<file path="src/rtl/uart_fifo_pkg.sv">
package uart_fifo_pkg;
  typedef enum logic {
    CMP_AT_OR_ABOVE = 1'b0,
    CMP_AT_OR_BELOW = 1'b1
  } cmp_mode_e;

  localparam int DEF_DEPTH  = 128;
  localparam int DEF_DATA_W = 8;
  localparam int DEF_ERR_W  = 3;
endpackage

</file>
<file path="src/rtl/fifo_core.sv">
module fifo_core #(
  parameter int DEPTH = 128,
  parameter int W     = 8,
  localparam int AW   = (DEPTH > 1) ? $clog2(DEPTH) : 1,
  localparam int LW   = $clog2(DEPTH + 1)
) (
  input  logic          clk,
  input  logic          rst_n,
  input  logic          push,
  input  logic [W-1:0]  push_data,
  input  logic          pop,
  output logic [W-1:0]  head,
  output logic [LW-1:0] level,
  output logic          full,
  output logic          empty
);
  logic [W-1:0]  mem [DEPTH];
  logic [AW-1:0] wr_ptr, rd_ptr;

  function automatic logic [AW-1:0] next_ptr(input logic [AW-1:0] p);
    return (p == AW'(DEPTH - 1)) ? '0 : p + 1'b1;
  endfunction

  assign full  = (level == LW'(DEPTH));
  assign empty = (level == '0);
  assign head  = mem[rd_ptr];

  always_ff @(posedge clk) begin
    if (push) mem[wr_ptr] <= push_data;
  end

  always_ff @(posedge clk or negedge rst_n) begin
    if (!rst_n) begin
      wr_ptr <= '0;
      rd_ptr <= '0;
      level  <= '0;
    end else begin
      if (push) wr_ptr <= next_ptr(wr_ptr);
      if (pop)  rd_ptr <= next_ptr(rd_ptr);
      if (push && !pop)      level <= level + 1'b1;
      else if (pop && !push) level <= level - 1'b1;
    end
  end
endmodule

</file>
<file path="src/rtl/err_tally.sv">
module err_tally #(
  parameter int DEPTH = 128,
  localparam int LW   = $clog2(DEPTH + 1)
) (
  input  logic clk,
  input  logic rst_n,
  input  logic inc,
  input  logic dec,
  output logic any
);
  logic [LW-1:0] cnt;

  always_ff @(posedge clk or negedge rst_n) begin
    if (!rst_n)            cnt <= '0;
    else if (inc && !dec)  cnt <= cnt + 1'b1;
    else if (dec && !inc)  cnt <= cnt - 1'b1;
  end

  assign any = (cnt != '0);
endmodule

</file>
<file path="src/rtl/lvl_cmp.sv">
module lvl_cmp
  import uart_fifo_pkg::*;
#(
  parameter int        LW   = 8,
  parameter cmp_mode_e MODE = CMP_AT_OR_ABOVE
) (
  input  logic [LW-1:0] level,
  input  logic [LW-1:0] trig,
  output logic          hit
);
  generate
    if (MODE == CMP_AT_OR_ABOVE) begin : g_above
      assign hit = (level != '0) && (level >= trig);
    end else begin : g_below
      assign hit = (level <= trig);
    end
  endgenerate
endmodule

</file>
<file path="src/rtl/uart_fifo_pair.sv">
module uart_fifo_pair
  import uart_fifo_pkg::*;
#(
  parameter int DEPTH  = DEF_DEPTH,
  parameter int DATA_W = DEF_DATA_W,
  parameter int ERR_W  = DEF_ERR_W,
  localparam int LVL_W = $clog2(DEPTH + 1),
  localparam int RX_W  = DATA_W + ERR_W
) (
  input  logic              clk,
  input  logic              rst_n,
  input  logic              tx_en,
  input  logic              rx_en,
  input  logic              tx_in_valid,
  output logic              tx_in_ready,
  input  logic [DATA_W-1:0] tx_in_data,
  output logic              tx_out_valid,
  input  logic              tx_out_ready,
  output logic [DATA_W-1:0] tx_out_data,
  input  logic              tx_shift_busy,
  input  logic [LVL_W-1:0]  tx_trig,
  output logic [LVL_W-1:0]  tx_level,
  output logic              tx_irq,
  output logic              tx_idle,
  input  logic              rx_in_valid,
  input  logic [DATA_W-1:0] rx_in_data,
  input  logic [ERR_W-1:0]  rx_in_err,
  output logic              rx_out_valid,
  input  logic              rx_out_ready,
  output logic [DATA_W-1:0] rx_out_data,
  output logic [ERR_W-1:0]  rx_out_err,
  input  logic [LVL_W-1:0]  rx_trig,
  output logic [LVL_W-1:0]  rx_level,
  output logic              rx_irq,
  output logic              rx_bad,
  output logic              rx_overrun,
  input  logic              rx_overrun_clr
);
  // transmit side
  logic tx_full, tx_empty, tx_push, tx_pop;

  assign tx_in_ready  = !tx_full;
  assign tx_out_valid = tx_en && !tx_empty;
  assign tx_push      = tx_in_valid && tx_in_ready;
  assign tx_pop       = tx_out_valid && tx_out_ready;
  assign tx_idle      = tx_empty && !tx_shift_busy;

  fifo_core #(.DEPTH(DEPTH), .W(DATA_W)) u_tx_q (
    .clk(clk), .rst_n(rst_n),
    .push(tx_push), .push_data(tx_in_data),
    .pop(tx_pop), .head(tx_out_data),
    .level(tx_level), .full(tx_full), .empty(tx_empty)
  );

  lvl_cmp #(.LW(LVL_W), .MODE(CMP_AT_OR_BELOW)) u_tx_cmp (
    .level(tx_level), .trig(tx_trig), .hit(tx_irq)
  );

  // receive side
  logic            rx_full, rx_empty, rx_push, rx_pop, rx_drop;
  logic [RX_W-1:0] rx_head;

  assign rx_push      = rx_in_valid && rx_en && !rx_full;
  assign rx_drop      = rx_in_valid && rx_en && rx_full;
  assign rx_out_valid = !rx_empty;
  assign rx_pop       = rx_out_valid && rx_out_ready;
  assign rx_out_data  = rx_head[RX_W-1:ERR_W];
  assign rx_out_err   = rx_head[ERR_W-1:0];

  fifo_core #(.DEPTH(DEPTH), .W(RX_W)) u_rx_q (
    .clk(clk), .rst_n(rst_n),
    .push(rx_push), .push_data({rx_in_data, rx_in_err}),
    .pop(rx_pop), .head(rx_head),
    .level(rx_level), .full(rx_full), .empty(rx_empty)
  );

  lvl_cmp #(.LW(LVL_W), .MODE(CMP_AT_OR_ABOVE)) u_rx_cmp (
    .level(rx_level), .trig(rx_trig), .hit(rx_irq)
  );

  err_tally #(.DEPTH(DEPTH)) u_bad (
    .clk(clk), .rst_n(rst_n),
    .inc(rx_push && (rx_in_err != '0)),
    .dec(rx_pop && (rx_out_err != '0)),
    .any(rx_bad)
  );

  always_ff @(posedge clk or negedge rst_n) begin
    if (!rst_n)              rx_overrun <= 1'b0;
    else if (rx_drop)        rx_overrun <= 1'b1;
    else if (rx_overrun_clr) rx_overrun <= 1'b0;
  end
endmodule

</file>
<file path="config.mk">
export PLATFORM = sky130hd
export DESIGN_NAME = uart_fifo_pair
export DESIGN_NICKNAME = d
export VERILOG_FILES = /design/src/rtl/uart_fifo_pkg.sv /design/src/rtl/fifo_core.sv /design/src/rtl/err_tally.sv /design/src/rtl/lvl_cmp.sv /design/src/rtl/uart_fifo_pair.sv
export SDC_FILE = /design/constraint.sdc
export NUM_CORES = 2
export LEC_CHECK = 0
export BUFFER_PORTS_ARGS = -buffer_cell sky130_fd_sc_hd__buf_2
export CAP_MARGIN = 30
export CORE_AREA = 2 2 522 628
export CTS_BUF_LIST = sky130_fd_sc_hd__clkbuf_8
export DETAILED_ROUTE_END_ITERATION = 8
export DIE_AREA = 0 0 524 630
export HOLD_SLACK_MARGIN = 0.06
export PLACE_DENSITY = 0.51
export SYNTH_ARGS = -nofsm -noshare
export SYNTH_HDL_FRONTEND = slang
export SYNTH_SLANG_ARGS = --single-unit
export TNS_END_PERCENT = 50
</file>
<file path="constraint.sdc">
create_clock -name clk -period 5.4 [get_ports clk]
set_input_delay 1.35 -clock clk [delete_from_list [all_inputs] [get_ports clk]]
set_output_delay 1.35 -clock clk [all_outputs]
set_load 0.05 [all_outputs]
</file>
### Word-level counts from Yosys, hierarchy flattened

Memories as Yosys holds them, arrays and structs flattened.
Index checks and enable logic that the tools add are counted.

* flip-flop bits (word level): 53
* bits in writable memories: 2432
* bits of input ports: 45
* output and inout port bits: 43
* logic and storage cells: 82
* memories kept: 2

Memory list
* u_rx_q.mem: depth 128, width 11, read ports 1, clocked after memory_dff 0, write ports 1, RTL line fifo_core.sv:17 `logic [W-1:0] mem [DEPTH];`
* u_tx_q.mem: depth 128, width 8, read ports 1, clocked after memory_dff 0, write ports 1, RTL line fifo_core.sv:17

* add/sub/neg operators: 10
* order comparisons: 2
* equal/unequal tests: 6
* multiplexer cells: 16
* reduce and logical (&&, ||, !) cells: 38

Operator list (count)
* 2-to-1 mux 8 bit: 6
* adder 7 x 1 -> 7 bit, second input constant: 4
* == test 7 bit, second input constant: 4
* 2-to-1 mux 7 bit: 4
* adder 8 x 1 -> 8 bit, second input constant: 3
* subtractor 8 x 1 -> 8 bit, second input constant: 3
* logical AND 1 bit: 17
* == test 8 bit, second input constant: 2
* zero test 8 bit: 2
* nonzero test 8 bit: 2
* zero test 1 bit: 11
* greater-or-equal comparator 8 bit: 1
* less-or-equal comparator 8 bit: 1
* nonzero test 2 bit: 4
* 2-to-1 mux 1 bit: 6
* nonzero test 3 bit: 2

### Longest topological paths before layout

* depth after elaboration: 8
* depth in mapped cells: 23
* gate-level depth less buffers: 19

### By module

A second synthesis with hierarchy kept.

* cells, all modules: 4939
* area total of the unflattened synthesis: 98076.6 sq um

By module, submodules not included
* fifo_core at u_rx_q: instances 1, cells an instance 2722, area an instance 55725.9 sq um, seq. area each 42831.1 sq um
* fifo_core at u_tx_q: instances 1, cells an instance 2075, area an instance 41189.5 sq um, seq. area each 31300.0 sq um
* err_tally: instances 1, cells an instance 69, area an instance 638.1 sq um, seq. area each 200.2 sq um
* lvl_cmp at u_rx_cmp: instances 1, cells an instance 30, area an instance 207.7 sq um, seq. area each 0.0 sq um
* lvl_cmp at u_tx_cmp: instances 1, cells an instance 27, area an instance 196.4 sq um, seq. area each 0.0 sq um
* uart_fifo_pair: instances 1, cells an instance 16, area an instance 118.9 sq um, seq. area each 25.0 sq um

### Worst setup path after synthesis

No wires, ideal clock.

* kind: flip-flop to flip-flop
* start: register u_rx_q.rd_ptr[2]
* end: register u_bad.cnt[7]
* library setup time: 0.079 ns
* arrival time: 5.104 ns
* path slack: 0.217 ns
* cell stages (with the launch flop): 21
* clock period less this slack: 5.183 ns
* path through: dfrtp_1 buf_2 buf_2 clkbuf_1 buf_1 mux2i_1 nand3b_1 o21ai_0 a311oi_1 o31ai_1 ha_1 inv_1 ha_1 a21o_1 a21oi_1 nor2b_1 o21a_1 o41a_1 xnor2_1 nor2_1 xor2_1

* word-level cells in the longest chain between the ends: 6

RTL lines
* start, declared: RTL line fifo_core.sv:18 `logic [AW-1:0] wr_ptr, rd_ptr;`
* start signal, assigned: RTL line fifo_core.sv:39 `if (pop) rd_ptr <= next_ptr(rd_ptr);`
* memory (128 x 11 bit) *
* named net rx_out_err[2]: RTL line uart_fifo_pair.sv:31 `output logic [ERR_W-1:0] rx_out_err,`
* nonzero test 3 bit *: RTL line uart_fifo_pair.sv:84 `.dec(rx_pop && (rx_out_err != '0)),`
* logical AND 1 bit *: RTL line uart_fifo_pair.sv:84
* zero test 1 bit: RTL line err_tally.sv:15 `else if (inc && !dec) cnt <= cnt + 1'b1;`
* logical AND 1 bit: RTL line err_tally.sv:15
* 2-to-1 mux 8 bit or nonzero test 2 bit (tied branches)
* end signal, assigned: RTL line err_tally.sv:15
* end signal, assigned: RTL line err_tally.sv:16 `else if (dec && !inc) cnt <= cnt - 1'b1;`
* end, declared: RTL line err_tally.sv:11 `logic [LW-1:0] cnt;`

Mark *: on every way through the listed nets, which the timed path passes. The rest lies on a longest branch.
A chain may end at the register's enable or synchronous reset.

### Worst setup path after layout

* start: register u_rx_q.rd_ptr[0]
* end: output rx_out_data[2]

* word-level cells in the longest chain between the ends: 1

RTL lines
* memory (128 x 11 bit)
* end, declared: RTL line uart_fifo_pair.sv:30 `output logic [DATA_W-1:0] rx_out_data,`

Every way passes these cells.

==> summary.txt <==
Placement
  – DP Wirelength: 154 mm
  – I/O Buffers: 87
  – GP Congestion: 0.772

Route
  – Drt first-iter violations: 4000
  – Routed len/inst: 26.8 µm
  – Final ANT Viol Nets: 0
  – Vias: 46200
  – Drt pass-1 iters: 5
  – DRC errors left: 0
  – Vias per cell: 4.89
  – Total wire length: 253 mm

Synthesis
  – Area of the mapped netlist: 96800 µm²
  – Number of flops mapped to enable cells by yosys: 2432
  – Register area share after synthesis: 76.8%
  – Syn_area_per_cell: 23.1 µm²
  – Async SR Flop Fraction: 2.13%
  – Synth area leader: edfxtp_1
  – Synth area leaders: edfxtp_1, mux4_2, dfrtp_1
  – Net Count, Synth: 4289
  – Synthesis warning total: 0
  – Unique masters post-synth: 50
  – Mapped Cells: 4200
  – Register bit total from synthesis: 2485
  – Post-synth top area share: 75.4%
  – Most used DFF post-synth: edfxtp_1

Cells and area
  – Layout cells sized above 1: 34.2%
  – Reg area: 74400 µm²
  – Fillers: 29900
  – Area occupied by multi-input gates: 21500 µm²
  – Area Overhead vs Synth: 17.1%
  – Nets: 4944

Floorplanning
  – Core area: 323000 µm²
  – Starting density of the core: 29.9%
  – # rows: 229
  – Die W: 524 µm
  – I/O Pins: 88
  – Die footprint: 330000 µm²
  – Die height: 630 µm

Setup path
  – CP max FO: 7
  – Startpoint types: flop
  – Worst path required time: 4.05 ns
  – Arr. time, crit path: 4.35 ns
  – Flop2flop setup slack: 0.04 ns
  – Crit path capture: rx_out_data[2]
  – Critical R2R Launch: u_rx_q.rd_ptr[0]
  – CP endpoint kind: output pin
  – R2R Path End: u_bad.cnt[6]
  – Worst R2R Path Depth: 21
  – CP startpoint: u_rx_q.rd_ptr[0]
  – Critical path class: reg -> out

Run status
  – Status: complete, but fails checks
  – Failing checks: setup timing

Clock network
  – Root Driver: clkbuf_8
  – CTS Sinks: 2485
  – Number of buffers created by CTS: 414
  – CTS H-tree lvls: 5
  – Hold buffer count at CTS: 0
  – Worst-path clk slew: 0.07 ns
  – Worst-skew pair later-pin latency: 1.08 ns
  – Clk buf depth: 4
  – CTS tree: done

GRT
  – Gr usage total: 15.0%
  – First-pass GRT wire length: 358 mm
  – Total congestion overflow: 0
  – Largest net degree at the start of global routing: 98
  – Initial antenna violation count: 4
  – Vias in the first global route: 48400

Timing
  – Setup_tns: -3.18 ns
  – RSZ-0062 raised after global routing: true
  – Final setup margin: -0.302 ns
  – Fin crit share: 106%
  – Final max-slew violation count: 0
  – FMAX: 0.175 GHz
  – Worst-Margin Slew: 1.06 ns
  – Fin crit period: 5.70 ns
  – Max-slew headroom: 29.5%
  – Final hold violation count: 0
  – Final setup vio count: 17
  – Worst Skew: 0.138 ns
  – Hold slack final: 0.179 ns

Job
  – Max Cap Violations: 0

Power and ir drop
  – Maximum VDD drop: 0.644 mV
  – Leakage: 35.8 nW
  – PwrDens: 481 nW/µm²

Worst hold path
  – Hold Crit Class: in -> async
## worst max-delay path, cell delays in order (launching register included)
cell	delay [ns]
dfrtp_4	0.53
buf_12	0.16
buf_16	0.15
buf_12	0.14
buf_8	0.13
mux4_2	0.54
mux4_2	0.54
mux4_2	0.56
mux2_4	0.34
buf_8	0.16
## power by group
group	internal [mW]	switching [mW]
registers	21.6	0.479
clock network	7.60	7.57
logic	8.06	9.27
## state kept, by name (all words and copies together), names as in the netlist
| register | flops |
|---|---|
| u_tx_q.wr_ptr | 7 |
| u_rx_q.wr_ptr | 7 |
| u_rx_q.level | 8 |
| u_tx_q.rd_ptr | 7 |
| u_tx_q.mem | 1024 |
| rx_overrun | 1 |
| u_rx_q.rd_ptr | 7 |
| u_tx_q.level | 8 |
| u_rx_q.mem | 1408 |
| u_bad.cnt | 8 |
## cell families after synthesis
family,synth area share (%)
buffers and inverters,1.08
DFF,76.8
xor gates and xnor gates,0.371
AOI/OAI and AO/OA,0.778
adders and majority gates,0.592
muxes,18.4
and+or+nand+nor,1.99
## worst min path at each step
stage | from | end | slack (ns) | depth (start not counted)
floorplan | u_bad.cnt[7] | u_bad.cnt[7] | 0.44 | 1
global placement | u_bad.cnt[7] | u_bad.cnt[7] | 0.48 | 1
detailed placement | u_bad.cnt[7] | u_bad.cnt[7] | 0.48 | 1
CTS | rst_n | u_tx_q.level[6] | 0.32 | 1
global route | rst_n | rx_overrun | 0.06 | 1
finish | rst_n | rx_overrun | 0.18 | 1
## synth_stat cells, types with 7 or more instances
master and number:
nand2_1 79, nor3_1 10, mux4_2 776, o21ai_0 34, a22oi_1 19, xnor2_1 25, and3_1 11, dfrtp_1 53
nor2b_1 18, a21oi_1 21, mux2i_1 10, edfxtp_1 2432, clkbuf_1 115, a21o_1 10, mux2_2 21, and2_1 7
ha_1 41, nand3_1 19, buf_2 62, xor2_1 16, nand4_1 8, buf_1 35, inv_1 29, nor2_1 290
## area by class of cell
| type | instances | area share [%] |
|---|---|---|
| repair buffers | 458 | 4.06 |
| well taps | 4273 | 4.71 |
| clock buffers | 422 | 5.12 |
| clock inverters | 305 | 1.40 |
| inverters | 29 | 0.0960 |
| diodes | 7 | 0.0154 |
| multi-input cells | 1467 | 19.0 |
| flip-flops and latches | 2485 | 65.6 |
## layer usage
metal	wire length (µm)	vias to the layer above	global-route usage, %
li1	-	19200	-
met1	104000	25200	19.2
met2	130000	1375	26.2
met3	12200	388	2.46
met4	6190	2	3.89
met5	10	-	0
## cell usage in the layout (no fill, tap or decap), types with 9 or more instances in the layout
master,Yosys,routed
mux2i_1,10,10
buf_2,62,49
and3_1,11,11
buf_6,3,27
clkinv_1,0,98
dfrtp_1,53,43
a22oi_1,19,18
nand2_1,79,75
clkinv_2,0,34
o21ai_0,34,34
mux4_2,776,776
edfxtp_1,2432,2432
clkbuf_8,0,422
buf_4,4,304
nand3_1,19,19
ha_1,41,41
xor2_1,16,16
inv_1,29,171
buf_16,0,26
xnor2_1,25,25
mux2_4,0,16
buf_12,0,35
nor3_1,10,9
nor2b_1,18,17
a21oi_1,21,21
nor2_1,290,290
a21o_1,10,10
## through the flow
step	cells	util, %	power [mW]	worst slack [ns]	area [µm²]
global route	9444	35.1	56.7	-0.397	113000
global placement	8646	32.3	38.9	0.0847	104000
CTS	9409	34.9	55.1	-0.435	113000
finish	9446	35.1	54.6	-0.302	113000
floorplan	4200	-	32.5	0.217	96800
detailed placement	8657	32.3	38.9	0.144	105000
## repair_timing
| item | CTS | global route |
|---|---|---|
| setup endpoints to repair | 18 | 21 |
| setup buffers | 17 | 16 |
| cloned | 9 | 7 |
| pin swaps | 1 | 0 |
| resized for setup | 102 | 27 |
(Power assumes the default switching activity.)
